[config.mk]
export PLATFORM = sky130hd
export DESIGN_NAME = fpctx_status
export DESIGN_NICKNAME = d
export VERILOG_FILES = /design/src/rtl/fpctx_pkg.sv /design/src/rtl/fpctx_update.sv /design/src/rtl/fpctx_next.sv /design/src/rtl/fpctx_image.sv /design/src/rtl/fpctx_status.sv
export SDC_FILE = /design/constraint.sdc
export NUM_CORES = 1
export LEC_CHECK = 0
export ABC_AREA = 1
export CAP_MARGIN = 0
export CORE_ASPECT_RATIO = 0.7
export CORE_MARGIN = 5
export CORE_UTILIZATION = 22
export CTS_BUF_LIST = sky130_fd_sc_hd__clkbuf_4
export CTS_CLUSTER_DIAMETER = 100
export DETAILED_ROUTE_END_ITERATION = 10
export PLACE_DENSITY_LB_ADDON = 0.08
export SYNTH_ARGS = -nofsm -noshare
export SYNTH_HDL_FRONTEND = slang
export SYNTH_HIERARCHICAL = 1
export SYNTH_SLANG_ARGS = --single-unit
[constraint.sdc]
create_clock -name clk -period 1.25 [get_ports clk]
set_clock_uncertainty 0.05 [all_clocks]
set_input_delay 0.25 -clock clk [delete_from_list [all_inputs] [get_ports clk]]
set_output_delay 0.25 -clock clk [all_outputs]
set_load 0.01 [all_outputs]
[src/rtl/fpctx_pkg.sv]
package fpctx_pkg;
  localparam int XLEN     = 32;
  localparam int FS_LSB   = 13;
  localparam int FS_W     = 2;
  localparam int FS_MSB   = FS_LSB + FS_W - 1;
  localparam int SUM_BIT  = XLEN - 1;

  typedef enum logic [FS_W-1:0] {
    FS_OFF   = 2'b00,
    FS_INIT  = 2'b01,
    FS_CLEAN = 2'b10,
    FS_DIRTY = 2'b11
  } fs_e;

  typedef enum logic [1:0] {
    OP_NONE  = 2'b00,
    OP_WRITE = 2'b01,
    OP_SET   = 2'b10,
    OP_CLEAR = 2'b11
  } csr_op_e;
endpackage

[src/rtl/fpctx_update.sv]
module fpctx_update
  import fpctx_pkg::*;
(
  input  logic [FS_W-1:0] fs_q,
  input  logic [1:0]      op,
  input  logic [FS_W-1:0] wfield,
  output logic [FS_W-1:0] csr_fs
);
  always_comb begin
    unique case (csr_op_e'(op))
      OP_WRITE: csr_fs = wfield;
      OP_SET:   csr_fs = fs_q | wfield;
      OP_CLEAR: csr_fs = fs_q & ~wfield;
      default:  csr_fs = fs_q;
    endcase
  end
endmodule

[src/rtl/fpctx_next.sv]
module fpctx_next
  import fpctx_pkg::*;
(
  input  logic            present,
  input  logic            mark,
  input  logic            hit,
  input  logic [FS_W-1:0] csr_fs,
  output logic [FS_W-1:0] fs_d,
  output logic            fs_en
);
  always_comb begin
    fs_en = 1'b1;
    if (!present)   fs_d = FS_OFF;
    else if (mark)  fs_d = FS_DIRTY;
    else if (hit)   fs_d = csr_fs;
    else begin
      fs_d  = FS_OFF;
      fs_en = 1'b0;
    end
  end
endmodule

[src/rtl/fpctx_image.sv]
module fpctx_image
  import fpctx_pkg::*;
(
  input  logic [FS_W-1:0] fs_q,
  output logic [XLEN-1:0] image
);
  always_comb begin
    image                 = '0;
    image[FS_MSB:FS_LSB]  = fs_q;
    image[SUM_BIT]        = &fs_q;
  end
endmodule

[src/rtl/fpctx_status.sv]
module fpctx_status
  import fpctx_pkg::*;
#(
  parameter int              ADDR_W      = 12,
  parameter logic [ADDR_W-1:0] STATUS_ADDR = 12'h300
) (
  input  logic              clk,
  input  logic              rst_n,
  input  logic              fp_present,
  input  logic              csr_valid,
  input  logic [ADDR_W-1:0] csr_addr,
  input  logic [1:0]        csr_op,
  input  logic [XLEN-1:0]   csr_wdata,
  input  logic              fpr_write,
  output logic [XLEN-1:0]   csr_rdata
);
  logic [FS_W-1:0] fs_q, fs_d, csr_fs;
  logic            fs_en, hit;
  logic            unused_wdata_bits;

  assign unused_wdata_bits = ^{csr_wdata[XLEN-1:FS_MSB+1], csr_wdata[FS_LSB-1:0]};
  assign hit = csr_valid && (csr_addr == STATUS_ADDR) && (csr_op != OP_NONE);

  fpctx_update u_update (
    .fs_q   (fs_q),
    .op     (csr_op),
    .wfield (csr_wdata[FS_MSB:FS_LSB]),
    .csr_fs (csr_fs)
  );

  fpctx_next u_next (
    .present (fp_present),
    .mark    (fpr_write),
    .hit     (hit),
    .csr_fs  (csr_fs),
    .fs_d    (fs_d),
    .fs_en   (fs_en)
  );

  always_ff @(posedge clk or negedge rst_n) begin
    if (!rst_n)     fs_q <= FS_OFF;
    else if (fs_en) fs_q <= fs_d;
  end

  fpctx_image u_image (
    .fs_q  (fs_q),
    .image (csr_rdata)
  );
endmodule

==> flow_metrics.py <==
metrics = {
    "clock_network": {
        "htree_levels": 1,
        "clock_sinks": 2,
        "post-cts-setup-buffer-count": 0,
        "insertion_delay_ns": 0.22,
        "clkTransAtPathRegs_ns": 0.03,
        "clock_path_buffers": 2,
        "numCtsBuffers": 3,
        "tritoncts": "built",
        "root_buffer": "clkbuf_4",
    },
    "floorplanning": {
        "dieArea_mm2": 0.00334,
        "placementRows": 14,
        "fp.dieW_um": 67.0,
        "ios": 83,
        "dieHeight_um": 49.9,
        "core_area_mm2": 0.00215,
        "start_util_pct": 23.2,
    },
    "synth": {
        "synth_warnings": 6,
        "synth.largest_area_cell": "buf_4",
        "synth_cell_types": 11,
        "ys_seq_area_share_pct": 10.0,
        "syn_inst": 85,
        "synth-seq-cells": 2,
        "syn_avg_cell_area_um2": 5.89,
        "synth_top_area_share_pct": 46.5,
        "netlist_top_cells_area": "buf_4, nand2_1, inv_1",
        "netlist_area_um2": 500,
    },
    "global_route": {
        "grt_first_pass_wirelength_mm": 1.57,
        "antenna_found_initial": 0,
        "grt_max_degree": 5,
        "grt_overflow": 0,
        "grt_usage_pct": 5.81,
        "grt_pass1_vias": 392,
    },
    "timing": {
        "hold_viol": 0,
        "hold_slack_ns": 0.140,
        "min_period_ns": 1.21,
        "fmax_mhz": 825,
        "slew_violations": 0,
        "rsz0062_at_grt": "yes",
        "fin_crit_sh_pct": 97.0,
        "setup_viol": 0,
    },
    "outcome": {
        "outcome": "completed",
    },
    "job": {
        "maxCapViolations": 0,
    },
    "final_layout": {
        "final_cell_mix": "conb_1, nand2_1, inv_1",
        "stdcell_count": 144,
        "largest_registers": "fs_q (2)",
        "final_area_um2": 681,
        "n_antenna_cell": 0,
        "fin_util_pct": 31.6,
        "layout-drive-gt1-share_pct": 16.1,
        "finalNetCount": 165,
        "top_register": "fs_q",
        "largest_reg_flops": 2,
        "area_growth_pct": 36.0,
        "layout_commonest_cell": "conb_1",
    },
    "placed_design": {
        "place_area_um2": 673,
        "dp_hpwl_um": 929,
        "dp_cells": 141,
        "portBuffers": 23,
        "gp_congestion": 0.677,
    },
    "routing": {
        "dr.pass1.iters": 2,
        "drtIter0Drc": 6,
        "wl_mm": 1.06,
        "via_per_inst": 3.03,
        "drcViolationCount": 0,
        "vias": 436,
        "ant_nets": 0,
        "post_drt_wl_per_cell_um": 7.39,
    },
    "worst_setup_path": {
        "startpoint_type": "input port",
        "worstPathMaxFanout": 2,
        "end_kind": "flip-flop",
        "crit_required_ns": 1.30,
        "arrival_ns": 1.26,
        "crit_type": "in -> reg",
    },
    "pwr": {
        "pwr_density_cell_mw_per_mm2": 551,
        "comb_power_share_pct": 42.7,
        "leakagePower_nw": 0.437,
        "netSwitchingPower_w": 0.000126,
        "ir_worst_vdd_uv": 375,
        "seqPwrFrac_pct": 19.6,
        "clock_power_share_pct": 37.6,
        "p_int_w": 0.000249,
        "swShare_pct": 33.7,
    },
    "hold_path": {
        "min-delay-path-class": "in -> async",
    },
}
-- Yosys cell counts --
library cell  instances
mux2_2                2
nand2_2               1
inv_2                 1
conb_1                1
nand2_1              21
buf_4                31
a21oi_1               2
dfrtp_1               2
nand3_1               2
nor2_1                7
inv_1                15
-- per-stage QoR --
step            TNS, ns  total power (W)  setup WS, ns
2_1_floorplan         0         0.000229        0.0387
3_3_place_gp     -0.992         0.000250        -0.472
3_5_place_dp      -1.05         0.000249        -0.505
4_1_cts               0         0.000384       0.00710
5_1_grt        -0.00977         0.000415      -0.00977
6_report              0         0.000375        0.0376
-- routing by layer --
layer	wire length (µm)	vias to the layer above	track usage, %
li1	-	238	-
met2	450	28	8.48
met5	0	-	0
met4	0	0	2.02
met1	466	170	7.23
met3	147	0	2.95
-- cell type report --
cell class	instances	area (µm²)
flip-flops and latches	2	50.0
inverters	16	60.1
repair buffers	27	230
well taps	32	40.0
multi-input cells	64	278
fillers	239	1470
clock buffers	3	22.5
-- final timing paths --
| kind | from | end | slack [ns] | cells past startpoint |
|---|---|---|---|---|
| max reg2reg | fs_q[0]$_DFFE_PN0P_ | fs_q[0]$_DFFE_PN0P_ | 0.09 | 6 |
| min in group clk | fs_q[0]$_DFFE_PN0P_ | fs_q[0]$_DFFE_PN0P_ | 0.58 | 2 |
| min reg2reg | fs_q[0]$_DFFE_PN0P_ | fs_q[0]$_DFFE_PN0P_ | 0.58 | 2 |
| min | rst_n | fs_q[1]$_DFFE_PN0P_ | 0.14 | 1 |
| max | csr_addr[9] | fs_q[0]$_DFFE_PN0P_ | 0.04 | 8 |
| max in group asynchronous | rst_n | fs_q[0]$_DFFE_PN0P_ | 0.89 | 1 |
-- critical path, stage by stage --
cell and delay [ns]:
dlygate4sd2_1 0.19, nand2_1 0.06, nor2_2 0.09, nand2_1 0.07, nor2_2 0.12, nor2_1 0.05, nand2_1 0.11, mux2_4 0.31
-- power by group through the flow --
stage	registers (W)	logic (W)	clock network (W)
2_1_floorplan	0.0000745	0.000154	0
4_1_cts	0.0000738	0.000160	0.000150
3_5_place_dp	0.0000747	0.000175	0
5_1_grt	0.0000745	0.000179	0.000161
6_report	0.0000736	0.000160	0.000141
3_3_place_gp	0.0000750	0.000176	0
-- cell families after synthesis --
logic type / share of synthesized area, %
DFF: 10.0
buffers and inverters: 58.5
AOI/OAI and AO/OA: 2.00
muxes: 4.50
and+or+nand+nor: 24.3
other: 0.749
-- timing repair --
item,4_1_cts,5_1_grt
hold buffers,0,0
resized for setup,35,7
endpoints found under the setup margin,5,3
pin swaps,15,8
(Power assumes the default switching activity.)
